`config.mk`:
```
export PLATFORM = sky130hd
export DESIGN_NAME = twi_eeprom_slave
export DESIGN_NICKNAME = d
export VERILOG_FILES = /design/src/rtl/twi_pkg.sv /design/src/rtl/twi_edge.sv /design/src/rtl/twi_ptr.sv /design/src/rtl/twi_eeprom_slave.sv
export SDC_FILE = /design/constraint.sdc
export NUM_CORES = 1
export LEC_CHECK = 0
export BUFFER_PORTS_ARGS = -buffer_cell sky130_fd_sc_hd__buf_4
export CORE_ASPECT_RATIO = 1.25
export CORE_UTILIZATION = 39
export CTS_BUF_LIST = sky130_fd_sc_hd__clkbuf_8
export DETAILED_ROUTE_END_ITERATION = 8
export MAX_ROUTING_LAYER = met4
export PLACE_DENSITY = 0.68
export SLEW_MARGIN = 20
export SYNTH_ARGS = -nofsm -noshare
export SYNTH_HDL_FRONTEND = slang
export SYNTH_SLANG_ARGS = --single-unit
```
`constraint.sdc`:
```
create_clock -name clk -period 3.1 [get_ports clk]
set_clock_uncertainty 0.2 [all_clocks]
set_input_delay 0.155 -clock clk [delete_from_list [all_inputs] [get_ports clk]]
set_output_delay 0.155 -clock clk [all_outputs]
set_load 0.05 [all_outputs]
```
`src/rtl/twi_pkg.sv`:
```
package twi_pkg;
    localparam logic [3:0] DEV_CODE = 4'b1010;
    localparam int         STRAP_W  = 3;

    typedef enum logic [3:0] {
        ST_IDLE,
        ST_DEV,
        ST_DEV_ACK,
        ST_AHI,
        ST_AHI_ACK,
        ST_ALO,
        ST_ALO_ACK,
        ST_WDAT,
        ST_WDAT_ACK,
        ST_RDAT,
        ST_RACK
    } state_t;
endpackage

```
`src/rtl/twi_edge.sv`:
```
module twi_edge (
    input  logic clk,
    input  logic rst_n,
    input  logic scl_i,
    output logic scl_rise_o,
    output logic scl_fall_o
);
    logic scl_q;

    always_ff @(posedge clk or negedge rst_n) begin
        if (!rst_n) scl_q <= 1'b1;
        else        scl_q <= scl_i;
    end

    assign scl_rise_o = scl_i & ~scl_q;
    assign scl_fall_o = ~scl_i & scl_q;
endmodule

```
`src/rtl/twi_ptr.sv`:
```
module twi_ptr #(
    parameter int AW = 14,
    parameter int PW = 6
) (
    input  logic          clk,
    input  logic          rst_n,
    input  logic          load_i,
    input  logic [AW-1:0] load_val_i,
    input  logic          inc_all_i,
    input  logic          inc_page_i,
    output logic [AW-1:0] ptr_o
);
    logic [AW-1:0] ptr_q;

    always_ff @(posedge clk or negedge rst_n) begin
        if (!rst_n)          ptr_q <= '0;
        else if (load_i)     ptr_q <= load_val_i;
        else if (inc_all_i)  ptr_q <= ptr_q + 1'b1;
        else if (inc_page_i) ptr_q <= {ptr_q[AW-1:PW], ptr_q[PW-1:0] + 1'b1};
    end

    assign ptr_o = ptr_q;


    ptr_wrap_chk: assert property (@(posedge clk) disable iff (!rst_n)
        (inc_all_i && !load_i && ptr_q == {AW{1'b1}}) |=> (ptr_q == '0));


    page_keep_chk: assert property (@(posedge clk) disable iff (!rst_n)
        (inc_page_i && !load_i && !inc_all_i) |=> (ptr_q[AW-1:PW] == $past(ptr_q[AW-1:PW])));
endmodule

```
`src/rtl/twi_eeprom_slave.sv`:
```
module twi_eeprom_slave
    import twi_pkg::*;
#(
    parameter int AW = 14,
    parameter int PW = 6
) (
    input  logic               clk,
    input  logic               rst_n,
    input  logic               scl_i,
    input  logic               sda_i,
    input  logic               start_i,
    input  logic               stop_i,
    input  logic [STRAP_W-1:0] strap_i,
    input  logic               busy_i,
    input  logic [7:0]         rd_data_i,
    output logic               sda_pull_o,
    output logic               rd_en_o,
    output logic [AW-1:0]      rd_addr_o,
    output logic               pb_we_o,
    output logic [AW-1:0]      pb_addr_o,
    output logic [7:0]         pb_data_o,
    output logic               commit_o
);
    localparam int HW = AW - 8;

    state_t        state_q, state_d;
    logic [3:0]    cnt_q, cnt_d;
    logic [7:0]    sh_q, sh_d;
    logic [7:0]    tx_q;
    logic [HW-1:0] hi_q, hi_d;
    logic          rw_q, rw_d;
    logic          mack_q, mack_d;
    logic          seen_q, seen_d;
    logic          rd_dly_q;
    logic          pull_d, rd_go, pb_go, commit_go, tx_shift;
    logic          p_load, p_inc_all, p_inc_page;
    logic          scl_rise, scl_fall;
    logic [AW-1:0] ptr;
    logic          byte_full, rx_state, dev_hit;

    twi_edge u_edge (
        .clk        (clk),
        .rst_n      (rst_n),
        .scl_i      (scl_i),
        .scl_rise_o (scl_rise),
        .scl_fall_o (scl_fall)
    );

    twi_ptr #(.AW(AW), .PW(PW)) u_ptr (
        .clk        (clk),
        .rst_n      (rst_n),
        .load_i     (p_load),
        .load_val_i ({hi_q, sh_q}),
        .inc_all_i  (p_inc_all),
        .inc_page_i (p_inc_page),
        .ptr_o      (ptr)
    );

    assign byte_full = (cnt_q == 4'd8);
    assign rx_state  = (state_q == ST_DEV) || (state_q == ST_AHI) ||
                       (state_q == ST_ALO) || (state_q == ST_WDAT);
    assign dev_hit   = (sh_q[7:4] == DEV_CODE) && (sh_q[3:1] == strap_i) && !busy_i;

    always_comb begin
        state_d    = state_q;
        cnt_d      = cnt_q;
        sh_d       = sh_q;
        hi_d       = hi_q;
        rw_d       = rw_q;
        mack_d     = mack_q;
        seen_d     = seen_q;
        pull_d     = sda_pull_o;
        rd_go      = 1'b0;
        pb_go      = 1'b0;
        commit_go  = 1'b0;
        tx_shift   = 1'b0;
        p_load     = 1'b0;
        p_inc_all  = 1'b0;
        p_inc_page = 1'b0;
        if (start_i) begin
            state_d = ST_DEV;
            cnt_d   = '0;
            pull_d  = 1'b0;
            seen_d  = 1'b0;
        end else if (stop_i) begin
            state_d   = ST_IDLE;
            pull_d    = 1'b0;
            commit_go = seen_q;
            seen_d    = 1'b0;
        end else begin
            if (rx_state && scl_rise && !byte_full) begin
                sh_d  = {sh_q[6:0], sda_i};
                cnt_d = cnt_q + 4'd1;
            end
            unique case (state_q)
                ST_IDLE: ;
                ST_DEV: begin
                    if (scl_fall && byte_full) begin
                        if (dev_hit) begin
                            pull_d  = 1'b1;
                            rw_d    = sh_q[0];
                            state_d = ST_DEV_ACK;
                            if (sh_q[0]) begin
                                rd_go     = 1'b1;
                                p_inc_all = 1'b1;
                            end
                        end else begin
                            state_d = ST_IDLE;
                        end
                    end
                end
                ST_DEV_ACK: begin
                    if (scl_fall) begin
                        cnt_d = '0;
                        if (rw_q) begin
                            state_d  = ST_RDAT;
                            pull_d   = ~tx_q[7];
                            tx_shift = 1'b1;
                        end else begin
                            state_d = ST_AHI;
                            pull_d  = 1'b0;
                        end
                    end
                end
                ST_AHI: begin
                    if (scl_fall && byte_full) begin
                        pull_d  = 1'b1;
                        hi_d    = sh_q[HW-1:0];
                        state_d = ST_AHI_ACK;
                    end
                end
                ST_AHI_ACK: begin
                    if (scl_fall) begin
                        pull_d  = 1'b0;
                        cnt_d   = '0;
                        state_d = ST_ALO;
                    end
                end
                ST_ALO: begin
                    if (scl_fall && byte_full) begin
                        pull_d  = 1'b1;
                        p_load  = 1'b1;
                        state_d = ST_ALO_ACK;
                    end
                end
                ST_ALO_ACK: begin
                    if (scl_fall) begin
                        pull_d  = 1'b0;
                        cnt_d   = '0;
                        state_d = ST_WDAT;
                    end
                end
                ST_WDAT: begin
                    if (scl_fall && byte_full) begin
                        pull_d     = 1'b1;
                        pb_go      = 1'b1;
                        p_inc_page = 1'b1;
                        seen_d     = 1'b1;
                        state_d    = ST_WDAT_ACK;
                    end
                end
                ST_WDAT_ACK: begin
                    if (scl_fall) begin
                        pull_d  = 1'b0;
                        cnt_d   = '0;
                        state_d = ST_WDAT;
                    end
                end
                ST_RDAT: begin
                    if (scl_rise) begin
                        cnt_d = cnt_q + 4'd1;
                    end else if (scl_fall) begin
                        if (byte_full) begin
                            pull_d  = 1'b0;
                            state_d = ST_RACK;
                        end else begin
                            pull_d   = ~tx_q[7];
                            tx_shift = 1'b1;
                        end
                    end
                end
                ST_RACK: begin
                    if (scl_rise) begin
                        mack_d = ~sda_i;
                        if (!sda_i) begin
                            rd_go     = 1'b1;
                            p_inc_all = 1'b1;
                        end
                    end else if (scl_fall) begin
                        if (mack_q) begin
                            state_d  = ST_RDAT;
                            cnt_d    = '0;
                            pull_d   = ~tx_q[7];
                            tx_shift = 1'b1;
                        end else begin
                            state_d = ST_IDLE;
                        end
                    end
                end
                default: state_d = ST_IDLE;
            endcase
        end
    end

    // state register
    always_ff @(posedge clk or negedge rst_n) begin
        if (!rst_n) begin
            state_q  <= ST_IDLE;
            cnt_q    <= '0;
            sh_q     <= '0;
            hi_q     <= '0;
            rw_q     <= 1'b0;
            mack_q   <= 1'b0;
            seen_q   <= 1'b0;
            rd_dly_q <= 1'b0;
            tx_q     <= '0;
        end else begin
            state_q  <= state_d;
            cnt_q    <= cnt_d;
            sh_q     <= sh_d;
            hi_q     <= hi_d;
            rw_q     <= rw_d;
            mack_q   <= mack_d;
            seen_q   <= seen_d;
            rd_dly_q <= rd_en_o;
            if (rd_dly_q)      tx_q <= rd_data_i;
            else if (tx_shift) tx_q <= {tx_q[6:0], 1'b0};
        end
    end

    // outputs
    always_ff @(posedge clk or negedge rst_n) begin
        if (!rst_n) begin
            sda_pull_o <= 1'b0;
            rd_en_o    <= 1'b0;
            rd_addr_o  <= '0;
            pb_we_o    <= 1'b0;
            pb_addr_o  <= '0;
            pb_data_o  <= '0;
            commit_o   <= 1'b0;
        end else begin
            sda_pull_o <= pull_d;
            rd_en_o    <= rd_go;
            pb_we_o    <= pb_go;
            commit_o   <= commit_go;
            if (rd_go) rd_addr_o <= ptr;
            if (pb_go) begin
                pb_addr_o <= ptr;
                pb_data_o <= sh_q;
            end
        end
    end


    sda_edge_chk: assert property (@(posedge clk) disable iff (!rst_n)
        (sda_pull_o != $past(sda_pull_o)) |-> ($past(scl_fall) || $past(start_i) || $past(stop_i)));


    busy_noack_chk: assert property (@(posedge clk) disable iff (!rst_n)
        (busy_i && $past(busy_i) && !$past(sda_pull_o)) |-> !sda_pull_o);


    commit_stop_chk: assert property (@(posedge clk) disable iff (!rst_n)
        commit_o |-> $past(stop_i));


    port_excl_chk: assert property (@(posedge clk) disable iff (!rst_n)
        !(pb_we_o && rd_en_o));
endmodule

```
==> metrics <==
crit-path cells buf_4, nor2_2, mux2i_2, o32ai_1, nor3b_1, buf_4, nor3b_1, or3_1, dlygate4sd3_1; Sequential Power Share 53.3%; Vias/cell 5.38; pre-CTS setup slack 0.498 ns; layout cell share with drive strength beyond 1 approximately 22%; fill cell count ~1100; share of the synthesized area in the top cell type approximately 51%; Net Sw Frac 24.9%; # diodes 0; synthesis-to-finish area growth 21.7%; routed len/inst roughly 15 um; std cell rows 42; Mapped Cells 470; CTS root buf clkbuf_8; crit path time final ~3.0 ns; Seq/Total Area, Yosys 51.1%; yosys warns 0; worst setup margin 0.135 ns; number of global-route vias before repair 3489; Post-DP HPWL 7390 um; DRT iter0 DRCs 216; Total Neg Setup Slack 0 ns; global-route wire length before repair approximately 17000 um; CTS tree done; Worst Path Required between 3 and 4 ns; final period utilization a little over nine tenths; met1 usage 25.2%; Initial Util 40.7%; Post-synth ARST share 100%; Crit Path Max Fanout 10; combinational power share 7.2%; gr ovfl total 0; Total GRT Usage between 10% and 20%; Pleak approximately 2.7 nW; H-tree depth 3; Core ar. 10700 um2; final antenna-violating net count 0; Min-Delay Path Class in -> async; Placed Instances 649; arrival time at the worst endpoint 3.02 ns; clock group share of total power 39.5%; DIE WIDTH 96.6 um; Post-layout nets 563; Ports 58; Finished Layout Cells 679; RSZ-0062 raised after global routing no; FMAX 337 MHz; GR Util met2 slightly below 30%; R2R depth 9; area of the multi-input gates between 1500 and 2000 um2; EDFF count, synth 0; Routed Wire Length around 10000 um; first drt pass iteration count 4; syn_nets 491; global-route track usage on met3 under 10%; gr busiest metal met2; Critical Path Start Type flop; FF-to-FF Start state_q[1]; actual slew at the worst max-slew pin 0.719 ns; gpl congestion between 0.9 and 1; max cap viols 0; Worst R2R Setup Slack 0.14 ns; outcome complete, no violations; final hold violations 0; CP startpoint state_q[1]; Worst-Skew Late Latency 0.38 ns; reg2reg end state_q[0]; internal power 0.00173 W; CP max stage delay 0.57 ns; DR DRC count 0; Bufs and invs on worst path 3; post-synthesis cell area 4360 um2; Pwr Density 433 nW/um2; clock buffer count from CTS 9; Reg clk slew, reported paths around 0.1 ns; synth top area cells dfrtp_1 (51%), nand2_1 (12%), o21ai_0 (3.9%), mux2_2 (3.9%), mux2i_1 (2.5%); relative slew slack 50.8%; Final Hold Slack 0.124 ns; Synth Register Bits 89; Final setup viols 0; dominant synthesized flop cell dfrtp_1; Psw around 0.00057 W; Slowest-stage cell, CP dlygate4sd3_1; Register Area 2230 um2; post-CTS setup buffers 0; type of element capturing the critical path flop; Max VDD drop 0.185 mV; final core occ 49.5%; # clock sinks 89; pin count of the biggest net entering global routing 52; clk buf depth 2; critical path class reg -> reg; initial antenna violation count 0; number of unique standard cell types used by synthesis 63; IO buf count 57; Die Ht 120 um; Max Slew Vio Count 0; DR vias 3650; Synth area leader dfrtp_1; die area about 12000 um2; Avg Synthesized Cell Area a little over 9 um2; critical path's top delay family buffers and inverters
-- what timing repair did --
item                                    4_1_cts  5_1_grt
hold buffers                                 14        0
resized for setup                             0        6
endpoints found under the setup margin        0        1
endpoints found under the hold margin        65        0
-- how the worst max path moves through the flow --
stage                      endpoint  slack (ns)  cells after the start
global placement     u_ptr.ptr_o[6]        0.55                      7
finish                   state_q[0]        0.14                      9
floorplan                state_q[0]        0.86                      8
detailed placement  u_ptr.ptr_o[10]        0.50                      7
CTS                      state_q[0]        0.02                      9
global route             state_q[0]       0.007                      9
-- metrics by stage --
step,total power (W),instance area [um2]
floorplan,0.00131,4360
global placement,0.00140,4930
detailed placement,0.00140,4930
CTS,0.00232,5290
global route,0.00239,5300
finish,0.00230,5300
-- synth_stat cells, types with 3 or more instances --
master and instances:
ha_1 3, mux2_2 15, nor3_1 10, nand3_1 15, nor3b_1 4, nor2b_1 9
dfrtp_1 88, nand2_1 134, xor2_1 3, nand4_1 5, clkbuf_1 14, a21oi_1 15
nor2_1 22, a221o_1 5, or3_1 4, o21ai_0 34, mux2i_1 11, buf_6 4
a31oi_1 4, buf_2 4, and3_1 6, a211oi_1 3, inv_1 9, a21bo_2 3
-- power by group through the flow --
stage	logic, W	registers (W)	clock network [W]
floorplan	0.0000878	0.00123	0
CTS	0.000167	0.00122	0.000924
global route	0.000185	0.00123	0.000974
finish	0.000166	0.00122	0.000908
global placement	0.000150	0.00125	0
detailed placement	0.000152	0.00125	0
-- state kept, by name, indices dropped and copies added (netlist names), 4 cells and up --
signal	flops
pb_addr_o	14
rd_addr_o	14
u_ptr.ptr_o	14
pb_data_o	8
sh_q	8
tx_q	8
hi_q	6
cnt_q	4
state_q	4
-- routing by layer --
metal	up-vias	routed length, um
met5	-	0
met4	0	241
met3	21	401
met2	99	4890
met1	1752	4740
li1	1778	-
-- cells in the final DEF, fill, tap and decap left out, drive strengths merged, types with 2 or more instances in the layout --
cell type / count
dlygate4sd3: 14
a31oi: 4
nand3: 16
nand2: 134
nor2b: 9
buf: 71
ha: 3
xnor2: 2
bufinv: 2
o2111ai: 2
and3: 6
and2: 3
nor2: 22
a211oi: 3
a21bo: 3
mux2: 15
or2: 2
xor2: 3
a22oi: 2
o211a: 2
inv: 14
dfrtp: 88
nor3: 11
mux2i: 11
or4: 2
or3: 4
a21oi: 15
nor3b: 5
nand4: 5
a221o: 5
nand2b: 2
clkbuf: 9
o221ai: 2
o21ai: 35
-- cell families (layout without fill, tap and decap cells) --
| logic type | Yosys count | after routing | synth area share (%) |
|---|---|---|---|
| XOR/XNOR | 5 | 5 | 1.01 |
| flip-flops | 89 | 89 | 51.1 |
| AO/OA/AOI/OAI | 86 | 86 | 12.7 |
| AND/OR/NAND/NOR | 227 | 227 | 24.0 |
| multiplexers | 26 | 26 | 6.40 |
| adder cells (fa/ha/maj) | 3 | 3 | 0.861 |
| buffers and inverters | 34 | 111 | 3.82 |
-- worst register-to-register path: stages (launching register included) --
cell and delay, ns:
dfrtp_2 0.48, buf_4 0.20, nor2_2 0.22, mux2i_2 0.28, o32ai_1 0.12, nor3b_1 0.22
buf_4 0.17, nor3b_1 0.05, or3_1 0.35, dlygate4sd3_1 0.57
-- area by class of cell --
cell class                 count  area share (%)
clock inverter                 7            1.93
clock buffer                   9            2.34
sequential                    89            42.1
multi-input combinational    347            37.1
timing repair buffer          85            12.7
inverter                      10           0.708
tap                          132            3.11
Note: power is estimated with default switching activity, not from simulation.
